`src/rtl/dsout_pkg.sv`:
```
package dsout_pkg;

  localparam int NUM_FIELDS = 5;

  // field codes seen by the host on the select input
  typedef enum logic [2:0] {
    FLD_I   = 3'd0,
    FLD_Q   = 3'd1,
    FLD_MAG = 3'd2,
    FLD_PHS = 3'd3,
    FLD_FRQ = 3'd4
  } fieldCode_e;

  // strobes from control to datapath
  typedef struct packed {
    logic push;     // write offered set at the tail
    logic dirLoad;  // capture new direct words
  } ctlStb_t;

endpackage

```
`src/rtl/ds_ctrl.sv`:
```
module ds_ctrl
  import dsout_pkg::*;
#(
  parameter int DEPTH   = 7,
  parameter int IRQ_LEN = 8,
  localparam int PTR_W  = (DEPTH > 1) ? $clog2(DEPTH) : 1
) (
  input  logic             clk,
  input  logic             rstN,
  input  logic             setValid,
  input  logic             popStb,
  input  logic             dirValid,
  output ctlStb_t          stb,
  output logic [PTR_W-1:0] wrIdx,
  output logic [PTR_W-1:0] rdIdx,
  output logic             headValid,
  output logic             irqN,
  output logic             dataRdyN,
  output logic             ovfl
);

  localparam int CNT_W = $clog2(DEPTH + 1);
  localparam int IRQ_W = $clog2(IRQ_LEN + 1);

  logic [CNT_W-1:0] setCount;
  logic [IRQ_W-1:0] irqCnt;
  logic             rdyPulse;
  logic             isEmpty;
  logic             isFull;
  logic             doPop;
  logic             doPush;
  logic             doDrop;
  logic             irqStart;

  function automatic logic [PTR_W-1:0] bumpPtr(input logic [PTR_W-1:0] p);
    return (p == PTR_W'(DEPTH - 1)) ? '0 : p + 1'b1;
  endfunction

  always_comb begin
    isEmpty  = (setCount == '0);
    isFull   = (setCount == CNT_W'(DEPTH));
    doPop    = popStb && !isEmpty;
    doPush   = setValid && (!isFull || doPop);
    doDrop   = setValid && !doPush;
    irqStart = doPush && isEmpty && (irqCnt == '0);
  end

  always_ff @(posedge clk or negedge rstN) begin
    if (!rstN) begin
      setCount <= '0;
      wrIdx    <= '0;
      rdIdx    <= '0;
    end else begin
      setCount <= setCount + CNT_W'(doPush) - CNT_W'(doPop);
      if (doPush) wrIdx <= bumpPtr(wrIdx);
      if (doPop)  rdIdx <= bumpPtr(rdIdx);
    end
  end

  always_ff @(posedge clk or negedge rstN) begin
    if (!rstN) begin
      ovfl <= 1'b0;
    end else if (doDrop) begin
      ovfl <= 1'b1;
    end
  end

  always_ff @(posedge clk or negedge rstN) begin
    if (!rstN) begin
      irqCnt <= '0;
    end else if (irqStart) begin
      irqCnt <= IRQ_W'(IRQ_LEN);
    end else if (irqCnt != '0) begin
      irqCnt <= irqCnt - 1'b1;
    end
  end

  always_ff @(posedge clk or negedge rstN) begin
    if (!rstN) rdyPulse <= 1'b0;
    else       rdyPulse <= dirValid;
  end

  assign stb.push    = doPush;
  assign stb.dirLoad = dirValid;
  assign headValid   = !isEmpty;
  assign irqN        = (irqCnt == '0);
  assign dataRdyN    = !rdyPulse;

endmodule

```
`src/rtl/ds_path.sv`:
```
module ds_path
  import dsout_pkg::*;
#(
  parameter int DATA_W  = 16,
  parameter int DEPTH   = 7,
  localparam int PTR_W  = (DEPTH > 1) ? $clog2(DEPTH) : 1
) (
  input  logic                                clk,
  input  logic                                rstN,
  input  ctlStb_t                             stb,
  input  logic [PTR_W-1:0]                    wrIdx,
  input  logic [PTR_W-1:0]                    rdIdx,
  input  logic                                headValid,
  input  logic [NUM_FIELDS-1:0][DATA_W-1:0]   setFields,
  input  logic [2:0]                          fieldSel,
  input  logic [DATA_W-1:0]                   dirA,
  input  logic [DATA_W-1:0]                   dirB,
  input  logic [3:0]                          laneOffN,
  output logic [DATA_W-1:0]                   busA,
  output logic [DATA_W-1:0]                   busB
);

  localparam int HALF = DATA_W / 2;

  logic [DATA_W-1:0] setMem [DEPTH][NUM_FIELDS];
  logic [DATA_W-1:0] dirARegQ;
  logic [DATA_W-1:0] dirBRegQ;
  logic [DATA_W-1:0] selWord;
  logic [HALF-1:0]   laneSrc [4];
  logic [HALF-1:0]   laneOut [4];

  // one write port per field
  for (genvar f = 0; f < NUM_FIELDS; f++) begin : g_field
    always_ff @(posedge clk) begin
      if (stb.push) setMem[wrIdx][f] <= setFields[f];
    end
  end

  always_ff @(posedge clk or negedge rstN) begin
    if (!rstN) begin
      dirARegQ <= '0;
      dirBRegQ <= '0;
    end else if (stb.dirLoad) begin
      dirARegQ <= dirA;
      dirBRegQ <= dirB;
    end
  end

  always_comb begin
    selWord = '0;
    if (headValid && (fieldSel < 3'(NUM_FIELDS))) begin
      selWord = setMem[rdIdx][fieldSel];
    end
  end

  // lane order: 0 = A high, 1 = A low, 2 = B high, 3 = B low
  always_comb begin
    laneSrc[0] = dirARegQ[DATA_W-1:HALF];
    laneSrc[1] = selWord[DATA_W-1:HALF];
    laneSrc[2] = dirBRegQ[DATA_W-1:HALF];
    laneSrc[3] = selWord[HALF-1:0];
  end

  for (genvar l = 0; l < 4; l++) begin : g_lane
    assign laneOut[l] = laneOffN[l] ? '0 : laneSrc[l];
  end

  assign busA = {laneOut[0], laneOut[1]};
  assign busB = {laneOut[2], laneOut[3]};

endmodule

```
`src/rtl/dset_out_port.sv`:
```
module dset_out_port
  import dsout_pkg::*;
#(
  parameter int DATA_W  = 16,
  parameter int DEPTH   = 7,
  parameter int IRQ_LEN = 8
) (
  input  logic              clk,
  input  logic              rstN,
  input  logic              setValid,
  input  logic [DATA_W-1:0] iIn,
  input  logic [DATA_W-1:0] qIn,
  input  logic [DATA_W-1:0] magIn,
  input  logic [DATA_W-1:0] phsIn,
  input  logic [DATA_W-1:0] frqIn,
  input  logic              popStb,
  input  logic [2:0]        fieldSel,
  input  logic              dirValid,
  input  logic [DATA_W-1:0] dirA,
  input  logic [DATA_W-1:0] dirB,
  input  logic              oeAHiN,
  input  logic              oeALoN,
  input  logic              oeBHiN,
  input  logic              oeBLoN,
  output logic [DATA_W-1:0] busA,
  output logic [DATA_W-1:0] busB,
  output logic              irqN,
  output logic              dataRdyN,
  output logic              ovfl
);

  localparam int PTR_W = (DEPTH > 1) ? $clog2(DEPTH) : 1;

  ctlStb_t                           stb;
  logic [PTR_W-1:0]                  wrIdx;
  logic [PTR_W-1:0]                  rdIdx;
  logic                              headValid;
  logic [NUM_FIELDS-1:0][DATA_W-1:0] setFields;

  always_comb begin
    setFields[FLD_I]   = iIn;
    setFields[FLD_Q]   = qIn;
    setFields[FLD_MAG] = magIn;
    setFields[FLD_PHS] = phsIn;
    setFields[FLD_FRQ] = frqIn;
  end

  ds_ctrl #(.DEPTH(DEPTH), .IRQ_LEN(IRQ_LEN)) u_ctrl (
    .clk       (clk),
    .rstN      (rstN),
    .setValid  (setValid),
    .popStb    (popStb),
    .dirValid  (dirValid),
    .stb       (stb),
    .wrIdx     (wrIdx),
    .rdIdx     (rdIdx),
    .headValid (headValid),
    .irqN      (irqN),
    .dataRdyN  (dataRdyN),
    .ovfl      (ovfl)
  );

  ds_path #(.DATA_W(DATA_W), .DEPTH(DEPTH)) u_path (
    .clk       (clk),
    .rstN      (rstN),
    .stb       (stb),
    .wrIdx     (wrIdx),
    .rdIdx     (rdIdx),
    .headValid (headValid),
    .setFields (setFields),
    .fieldSel  (fieldSel),
    .dirA      (dirA),
    .dirB      (dirB),
    .laneOffN  ({oeBLoN, oeBHiN, oeALoN, oeAHiN}),
    .busA      (busA),
    .busB      (busB)
  );

endmodule

```
`config.mk`:
```
export PLATFORM = sky130hd
export DESIGN_NAME = dset_out_port
export DESIGN_NICKNAME = d
export VERILOG_FILES = /design/src/rtl/dsout_pkg.sv /design/src/rtl/ds_ctrl.sv /design/src/rtl/ds_path.sv /design/src/rtl/dset_out_port.sv
export SDC_FILE = /design/constraint.sdc
export NUM_CORES = 1
export LEC_CHECK = 0
export BUFFER_PORTS_ARGS = -buffer_cell sky130_fd_sc_hd__buf_2
export CAP_MARGIN = 15
export CELL_PAD_IN_SITES_DETAIL_PLACEMENT = 1
export CELL_PAD_IN_SITES_GLOBAL_PLACEMENT = 2
export CORE_MARGIN = 3
export CORE_UTILIZATION = 35
export CTS_CLUSTER_SIZE = 12
export DETAILED_ROUTE_END_ITERATION = 10
export PLACE_DENSITY_LB_ADDON = 0.1
export SETUP_SLACK_MARGIN = 0.05
export SKIP_LAST_GASP = 1
export SYNTH_ARGS = -nofsm -noshare
export SYNTH_HDL_FRONTEND = slang
export SYNTH_HIERARCHICAL = 1
export SYNTH_SLANG_ARGS = --single-unit
```
`constraint.sdc`:
```
create_clock -name clk -period 8.1 [get_ports clk]
set_input_delay 0.81 -clock clk [delete_from_list [all_inputs] [get_ports clk]]
set_output_delay 0.81 -clock clk [all_outputs]
set_load 0.01 [all_outputs]
```
==> flow_metrics.tcl, run 1 <==
set metrics [dict create \
    power.leakage_nw 9.47 \
    drt-pass1-iter-count 5 \
    cts-resized-gates 0 \
    critPathCaptureType "primary output" \
    htreeDepth 3 \
    cp.arrival_ns 4.28 \
    worst-slew-pin-transition_ns 1.10 \
    finalSetupViolCount 0 \
    worstSetupPathType "flop to primary output" \
    grt_max_degree 92 \
    fin_area_sq_mm 0.0272 \
    p_sw_mw 2.77 \
    avgSynthCellArea_sq_um 17.6 \
    layout_common_cells "edfxtp_1 (560), buf_2 (142), mux2i_1 (129), clkbuf_16 (74), o21ai_0 (73)" \
    place_area_sq_mm 0.0251 \
    fin_crit_sh 0.628 \
    relSlewSlack 0.267 \
    netSwitchingFraction 0.302 \
    dr_total_vias 12742 \
    nets 1628 \
    drv_cap 0 \
    synthTopCellsByArea "edfxtp_1 (72%), mux2i_1 (5.5%), dfrtp_1 (3.3%), mux4_2 (3.1%), mux2_2 (2.8%)" \
    start_kind "flop" \
    clk_latency_ns 0.60 \
    dp_hpwl_mm 37.6 \
    die_w_microns 265 \
    cts_tree "yes" \
    finalSetupTns_ns 0 \
    drt_iter0_drc 912 \
    power_frac_comb 0.242 \
    report.final.hold_viol_count 0 \
    layout_min_cycle_time_ns 5.09 \
    core_sq_mm 0.0661 \
    async_reset_ff_frac 0.0525 \
    p_seq_frac 0.442 \
    antenna_left 0 \
    cts_buffers 67 \
    die-height_microns 265 \
    clk_pin_slew_ns 0.06 \
    total_power_mw 9.17 \
    whs_ns 0.277 \
    grt_pass1_vias 13716 \
    ys_warn_count 6 \
    antenna_found_initial 12 \
    clkSinkCount 591 \
    portBuffers 142 \
    grt_setup_unrepaired "false" \
    cp_data_required_time_ns 7.29 \
    routed_via_density 5.27 \
    num_io_pins 159 \
    overflow 0 \
    hold_class "primary input to asynchronous set/reset pin" \
    skew_ns 0.0131 \
    ys_ff_latch 591 \
    holdBufCountCts 0 \
    netlist_area_sq_mm 0.0235 \
    start_util 0.356 \
    grt_pass1_wl_mm 94.0 \
    cts_setup_buffers 0 \
    ys_seq_area_frac 0.748 \
    final-max-slew-violation-count 0 \
    p_int_mw 6.40 \
    clockRootBuffer "clkbuf_16" \
    final_common_cell "edfxtp_1" \
    syn-num-nets 1467 \
    die-area_sq_mm 0.0703 \
    drcViolationCount 0 \
    synth_area_leader_cell "edfxtp_1" \
    pwr-share-clk 0.317 \
    area_delta_synth_final_pct 15.9 \
    worstPathMaxFanout 52 \
    final_layout_size_suffix_gt1_frac 0.241 \
    status "complete, no violations" \
    cts_buffer_depth 3 \
    track_usage 0.183 \
    synth_edf_count 560 \
    power_density_mw_per_mm2 337 \
    ir_drop_mv 0.175 \
    routabilityCongestion 0.729 \
    drt_wl_total_mm 64.1 \
    synthFlopType "edfxtp_1" \
    max_freq_ghz 0.197 \
    syn-instance-count 1339 \
    fp-row-count 94 \
    synthDistinctLibCells 63 \
    synth_top_area_frac 0.715 \
    wl_per_cell_microns 26.5 \
]
[registers in the layout (all words and copies together), names as in the netlist]
| name | cells |
|---|---|
| u_path/setMem | 560 |
| u_path/dirARegQ | 8 |
| u_path/dirBRegQ | 8 |
| u_ctrl/irqCnt | 4 |
| u_ctrl/rdIdx | 3 |
| u_ctrl/setCount | 3 |
| u_ctrl/wrIdx | 3 |
| u_ctrl/ovfl | 1 |
| u_ctrl/rdyPulse | 1 |
[final cells by class]
type	instances	area, sq um
Multi-Input combinational cell	644	5410
Timing Repair Buffer	171	953
Antenna cell	3	7.51
Clock buffer	94	1940
Fill cell	6464	38900
Inverter	25	93.8
Sequential cell	591	17600
Clock inverter	24	161
Tap cell	864	1080
[cell families (layout without fill, tap and decap cells)]
| logic type | count (synthesis) | after routing | synth area share |
|---|---|---|---|
| compound gates | 214 | 214 | 0.0617 |
| xor+xnor | 2 | 2 | 0.000745 |
| fa+ha+maj | 4 | 4 | 0.00245 |
| buf+inv | 104 | 314 | 0.0238 |
| flops | 591 | 591 | 0.748 |
| mux | 220 | 220 | 0.114 |
| other cells | 0 | 3 | 0 |
| simple gates | 204 | 204 | 0.0490 |
[power groups by stage]
stage | sequential, mW | clock [mW] | combinational (mW)
final | 4.05 | 2.90 | 2.22
after global routing | 4.10 | 3.14 | 2.42
after CTS | 4.06 | 3.01 | 2.27
after detailed placement | 4.12 | 0 | 2.26
after global placement | 4.10 | 0 | 2.24
after floorplan | 4.05 | 0 | 1.56
[through the flow]
stage	cells	util	setup WS (ns)
6_report	2416	0.412	3.01
5_1_grt	2413	0.412	2.79
4_1_cts	2413	0.412	2.88
3_5_place_dp	2295	0.380	3.15
3_3_place_gp	2295	0.380	3.16
2_1_floorplan	1339	-	0.759
[routing by layer]
metal	routed length [microns]	up-vias	track usage
met4	1480	6	0.0489
met5	46	-	0
li1	-	5663	-
met1	29700	6704	0.255
met3	3040	93	0.0397
met2	29800	276	0.292
[Yosys cell counts (4+ instances only)]
master    instances
nor2b_1          50
dfrtp_1          31
inv_1            25
buf_2            26
o221ai_1          9
mux4_2           32
clkbuf_2          5
nor2_1           23
edfxtp_1        560
or4_1            14
o22ai_1          38
mux2i_1         129
o21ai_1           5
nand2b_1          6
o21ai_0          73
nor3_1           19
a211oi_1         21
a221oi_1          5
a21oi_1           4
and3_1            8
clkbuf_1         21
buf_6            10
a22o_1           20
nand2_1          40
a221o_1          15
o211ai_1          6
buf_4            15
mux2_2           59
nand3_1          24
[final timing paths]
kind                                         start                   end  slack [ns]  cells after the start
worst max-delay path               u_ctrl/rdIdx[1]               busA[6]        3.01                      6
worst min-delay path                          rstN           u_ctrl/ovfl        0.28                      1
worst max register to register  u_ctrl/setCount[0]  u_path/setMem[5][33]        4.81                      7
worst min register to register         u_ctrl/ovfl           u_ctrl/ovfl        0.46                      1
max in group asynchronous                     rstN       u_ctrl/rdIdx[1]        7.26                      1
min in group clk                           dirB[9]    u_path/dirBRegQ[9]        0.44                      2
[critical path, cell delays in order (launching register included)]
cell and delay, ns:
dfrtp_4 0.89, buf_4 0.73, and3_1 0.86, a222oi_1 0.26
a32o_1 0.31, o21ai_1 0.38, buf_2 0.22
(Power assumes the default switching activity.)
==> inputs of run 2 (changes only) <==
Clock period 8.1 ns to 5.3 ns, I/O delays scaled along.
==> flow_metrics.tcl, run 2 (same netlist as run 1, synthesis figures left out) <==
set metrics [dict create \
    skew_ns 0.0225 \
    num_io_pins 159 \
    start_kind "flop" \
    final_layout_size_suffix_gt1_frac 0.240 \
    fin_cells 2419 \
    dp_slack_ns 1.16 \
    layout_min_cycle_time_ns 4.31 \
    top_register "u_path/setMem" \
    cts_buffer_depth 3 \
    drt_wl_total_mm 63.8 \
    antenna_left 0 \
    cp_common_cell "o21ai_0" \
    drv_cap 0 \
    grt_max_degree 91 \
    cp_cell_sequence "buf_12 > inv_1 > o21ai_0 > o22ai_1 > o21ai_0 > o21ai_0 > buf_2" \
    drt-pass1-iter-count 5 \
    cp_slowest_stage_delay_ns 0.59 \
    routabilityCongestion 0.712 \
    htreeDepth 3 \
    clk_pin_slew_ns 0.05 \
    overflow 0 \
    r2r_slack_ns 2.45 \
    critPathCaptureType "primary output" \
    die_w_microns 265 \
    finalSetupTns_ns 0 \
    report.final.hold_viol_count 0 \
    cts-resized-gates 0 \
    worst-slew-pin-transition_ns 1.14 \
    holdBufCountCts 0 \
    dp_hpwl_mm 37.4 \
    nets 1635 \
    ir_drop_mv 0.371 \
    power.leakage_nw 9.49 \
    antenna_found_initial 11 \
    fin_ws_ns 0.992 \
    routed_via_density 5.24 \
    wl_per_cell_microns 26.4 \
    grt_use_met3 0.0324 \
    cp_slowest_cell "inv_1" \
    cp_data_required_time_ns 4.77 \
    die-area_sq_mm 0.0703 \
    grt-busiest-layer "met2" \
    fp-row-count 94 \
    core_sq_mm 0.0661 \
    r2r_cells 6 \
    worstSetupPathType "flop to primary output" \
    reg2reg_from "u_ctrl/setCount[1]" \
    drcViolationCount 0 \
    finalSetupViolCount 0 \
    drt_iter0_drc 829 \
    relSlewSlack 0.238 \
    final_common_cell "edfxtp_1" \
    largest_reg_flops 560 \
    cp.arrival_ns 3.78 \
    clkSinkCount 591 \
    clockRootBuffer "clkbuf_16" \
    final-max-slew-violation-count 0 \
    grt_util_met2 0.296 \
    dp.cells 2300 \
    cts_tree "yes" \
    grt_pass1_wl_mm 94.4 \
    use_met1 0.259 \
    hold_class "primary input to asynchronous set/reset pin" \
    timing.rr.end "u_path/setMem[0][53]" \
    grt_pass1_vias 13637 \
    dr_total_vias 12674 \
    worstPathMaxFanout 33 \
    die-height_microns 265 \
    area_delta_synth_final_pct 16.3 \
    grt_setup_unrepaired "false" \
    track_usage 0.184 \
    layout_common_cells "edfxtp_1 (560), buf_2 (142), mux2i_1 (129), o21ai_0 (73), clkbuf_16 (71)" \
    portBuffers 142 \
    cts_buffers 69 \
    fin_crit_sh 0.813 \
    clk_latency_ns 0.60 \
    power_density_mw_per_mm2 512 \
    start_util 0.356 \
    cts_setup_buffers 0 \
    total_power_mw 14.0 \
    largestRegisters "u_path/setMem x560, u_path/dirARegQ x8, u_path/dirBRegQ x8" \
    max_freq_ghz 0.232 \
    status "complete, no violations" \
]
==> run 2: changes by cell type in the layout (fill, tap and decap cells not counted), sizes merged <==
cell / before / now
clkinv: 21 / 24
diode: 3 / 2
clkinvlp: 1 / 0
clkbuf: 94 / 86
inv: 25 / 30
buf: 171 / 176
==> run 2: per-stage QoR <==
step	util	cell area (sq um)	hold WS, ns
2_1_floorplan	-	23500	0.234
3_3_place_gp	0.383	25300	0.456
3_5_place_dp	0.383	25300	0.456
4_1_cts	0.414	27300	0.00800
5_1_grt	0.414	27300	0.0514
6_report	0.414	27300	0.00893
==> run 2: worst max-delay path by stage <==
stage / startpoint / end / slack, ns / depth (start not counted)
6_report: u_ctrl/rdIdx[2] / busA[7] / 0.99 / 7
5_1_grt: u_ctrl/rdIdx[0] / busA[3] / 0.84 / 7
4_1_cts: u_ctrl/rdIdx[0] / busA[4] / 1.02 / 7
3_5_place_dp: fieldSel[1] / busB[3] / 1.16 / 8
3_3_place_gp: fieldSel[1] / busB[3] / 1.12 / 8
2_1_floorplan: popStb / u_path/setMem[4][0] / 0.39 / 6
==> run 2: layout make-up <==
| cell class | count | area [sq um] |
|---|---|---|
| multi-input combinational | 644 | 5410 |
| clock buffer | 86 | 1830 |
| inverter | 25 | 93.8 |
| fill | 6404 | 38800 |
| clock inverter | 31 | 204 |
| tap | 864 | 1080 |
| sequential | 591 | 17600 |
| timing repair buffer | 176 | 1120 |
| antenna | 2 | 5.00 |
==> run 2: critical path: cells and delay by family, from the launching register on <==
family	cells	cell delay, ns
buf+inv	3	1.06
compound gates	4	1.48
flops	1	0.58
==> run 2: where the power goes <==
part | internal, mW | switching [mW] | total, mW
combinational | 1.34 | 2.18 | 3.52
clock | 2.54 | 1.82 | 4.36
sequential | 5.87 | 0.266 | 6.14
total | 9.74 | 4.27 | 14.0
==> run 2: routing by layer <==
| metal | vias up | wire (microns) |
|---|---|---|
| met5 | - | 72 |
| met4 | 12 | 1110 |
| met3 | 84 | 2640 |
| met2 | 235 | 30100 |
| met1 | 6667 | 29900 |
| li1 | 5676 | - |
==> inputs of run 3 (changes only) <==
Settings changed: ABC_AREA set to 1.
Clock period 5.3 ns to 3.86 ns, I/O delays scaled along.
==> flow_metrics.tcl, run 3 <==
set metrics [dict create \
    fin_ws_ns 0.390 \
    syn-num-nets 2470 \
    avgSynthCellArea_sq_um 10.7 \
    nFillCells 7742 \
    area_delta_synth_final_pct 16.2 \
    drv_cap 0 \
    ys_ff_latch 591 \
    cp_data_required_time_ns 3.47 \
    core_sq_mm 0.0704 \
    ir_drop_mv 0.692 \
    power_frac_comb 0.326 \
    synthTopCellsByArea "edfxtp_1 (67%), nand2_1 (14%), nand3_1 (3.3%), dfrtp_1 (3.1%), inv_1 (2.7%)" \
    finalSetupViolCount 0 \
    fp-row-count 97 \
    place_area_sq_mm 0.0268 \
    synth_edf_count 560 \
    ys_seq_area_frac 0.704 \
    cp_num_cells 10 \
    p_sw_mw 7.85 \
    pwr-share-clk 0.290 \
    routed_via_density 4.83 \
    power.leakage_nw 11.8 \
    layout_min_cycle_time_ns 3.47 \
    skew_ns 0.0157 \
    dp_slack_ns 0.899 \
    overflow 0 \
    synth_top_cells_by_count "nand2_1 (930), edfxtp_1 (560), inv_1 (179), nand3_1 (167), nor2_1 (152)" \
    hold_class "primary input to flop" \
    cts-resized-gates 0 \
    ys_warn_count 6 \
    clockRootBuffer "clkbuf_16" \
    antenna_found_initial 10 \
    layout_common_cells "nand2_1 (930), edfxtp_1 (560), inv_1 (179), nand3_1 (167), nor2_1 (146)" \
    synth_top_area_frac 0.673 \
    grt_pass1_wl_mm 107 \
    largest_reg_flops 560 \
    top_register "u_path/setMem" \
    multi_input_area_sq_mm 0.00603 \
    drt-pass1-iter-count 4 \
    dr_total_vias 16780 \
    cp_slowest_stage_delay_ns 0.53 \
    report.final.hold_viol_count 0 \
    worstPathMaxFanout 41 \
    wl_per_cell_microns 20.2 \
    drt_iter0_drc 811 \
    cp_common_cell "a21oi_1" \
    grt_util_met2 0.328 \
    fin_area_sq_mm 0.0291 \
    synth.most_common_cell "nand2_1" \
    use_met1 0.249 \
    synthFlopType "edfxtp_1" \
    portBuffers 142 \
    netlist_area_sq_mm 0.0250 \
    status "complete, no violations" \
    path_buf_inv 4 \
    startpoint "u_ctrl/rdIdx[0]" \
    die-area_sq_mm 0.0747 \
    routabilityCongestion 0.727 \
    cts_buffer_depth 3 \
    track_usage 0.191 \
    drcViolationCount 0 \
    grt-busiest-layer "met2" \
    fin_util 0.413 \
    largestRegisters "u_path/setMem x560, u_path/dirARegQ x8, u_path/dirBRegQ x8" \
    fin_crit_sh 0.899 \
    start_kind "flop" \
    grt_use_met3 0.0333 \
    htreeDepth 3 \
    clkSinkCount 591 \
    worst-slew-pin-transition_ns 0.819 \
    regArea_sq_mm 0.0176 \
    synth_area_leader_cell "edfxtp_1" \
    timing.rr.end "u_path/setMem[4][53]" \
    start_util 0.355 \
    cts_tree "yes" \
    clk_latency_ns 0.58 \
    antenna_left 0 \
    relSlewSlack 0.454 \
    die_w_microns 273 \
    num_io_pins 159 \
    async_reset_ff_frac 0.0525 \
    reg2reg_from "u_ctrl/setCount[1]" \
    grt_max_degree 150 \
    final_layout_size_suffix_gt1_frac 0.120 \
    grt_pass1_vias 17904 \
    nets 2614 \
    clk_pin_slew_ns 0.06 \
    netSwitchingFraction 0.364 \
    syn-instance-count 2342 \
    cp.arrival_ns 3.08 \
    p_seq_frac 0.383 \
    power_density_mw_per_mm2 742 \
    worstSetupPathType "flop to primary output" \
    crit_family "buffers and inverters" \
    critPathCaptureType "primary output" \
    r2r_slack_ns 1.59 \
    endpoint "busA[3]" \
    drt_wl_total_mm 70.2 \
    die-height_microns 273 \
    max_freq_ghz 0.288 \
    synthDistinctLibCells 36 \
    whs_ns 0.0348 \
    cts_buffers 70 \
    dp_hpwl_mm 38.7 \
    final_common_cell "nand2_1" \
    cp_cell_sequence "inv_6 > buf_12 > buf_4 > nand2_1 > a21oi_1 > a21oi_1 > o21ai_1 > nand2_1 > a21oi_1 > buf_2" \
    cp_slowest_cell "dfrtp_4" \
    grt_setup_unrepaired "false" \
    p_int_mw 13.7 \
    r2r_cells 8 \
    final-max-slew-violation-count 0 \
]
==> run 3: changes by cell type after synthesis, moves of 26 or more <==
| cell | previous run | this run |
|---|---|---|
| inv_1 | 25 | 179 |
| nor2b_1 | 50 | 0 |
| nor2_1 | 23 | 152 |
| a21oi_1 | 4 | 82 |
| mux2i_1 | 129 | 0 |
| mux4_2 | 32 | 0 |
| nand2_1 | 40 | 930 |
| buf_2 | 26 | 52 |
| o21ai_0 | 73 | 47 |
| mux2_2 | 59 | 0 |
| nand3_1 | 24 | 167 |
==> run 3: layer usage <==
metal  share of wire  wire (microns)
met3           0.039            2720
met2            0.49           34300
met5          0.0011              79
met4           0.021            1460
met1            0.45           31600
==> run 3: per-stage QoR <==
stage	instances	setup TNS [ns]	power, mW
6_report	3476	0	21.6
2_1_floorplan	2342	-417.00	13.1
4_1_cts	3473	0	22.0
3_5_place_dp	3340	0	15.6
3_3_place_gp	3340	0	15.4
5_1_grt	3473	0	23.1
==> run 3: repair_timing <==
| item | in CTS | in global routing |
|---|---|---|
| hold buffers | 14 | 0 |
| hold endpoints to repair | 44 | 0 |
| setup buffers | 0 | 0 |
==> run 3: worst min-delay path by stage <==
stage | startpoint | end | slack [ns] | cells after the start
floorplan | rstN | u_ctrl/irqCnt[0] | 0.09 | 0
global placement | u_ctrl/ovfl | u_ctrl/ovfl | 0.45 | 1
detailed placement | u_ctrl/ovfl | u_ctrl/ovfl | 0.46 | 1
CTS | dirA[10] | u_path/dirARegQ[10] | 0.0006 | 3
global route | dirA[14] | u_path/dirARegQ[14] | 0.01 | 3
finish | dirA[14] | u_path/dirARegQ[14] | 0.03 | 3
==> run 3: worst min-delay path: stages <==
cell     delay, ns
buf_2         0.08
nand2_1       0.04
o21ai_0       0.06
==> run 3: power groups by stage <==
stage                     clock [mW]  sequential [mW]  combinational [mW]
after CTS                       6.46             8.27                7.24
after global routing            6.74             8.34                8.00
after detailed placement           0             8.40                7.19
final                           6.26             8.26                7.03
after global placement             0             8.36                7.06
after floorplan                    0             8.42                4.68
==> run 3: area by class of cell <==
cell class / instances / area share
Sequential cell: 591 / 0.606
Clock buffer: 87 / 0.0657
Tap cell: 940 / 0.0405
Antenna cell: 3 / 0.000258
Timing Repair Buffer: 194 / 0.0469
Inverter: 188 / 0.0248
Clock inverter: 32 / 0.00844
Multi-Input combinational cell: 1441 / 0.208
==> run 3: logic make-up (layout without fill, tap and decap cells) <==
group / after synthesis / in the layout / share of synthesized area
AOI/OAI and AO/OA: 171 / 171 / 0.0357
adders and majority gates: 4 / 4 / 0.00230
xor gates and xnor gates: 3 / 3 / 0.00105
buffers and inverters: 310 / 501 / 0.0573
and+or+nand+nor: 1263 / 1263 / 0.200
other: 0 / 3 / 0
DFF: 591 / 591 / 0.704
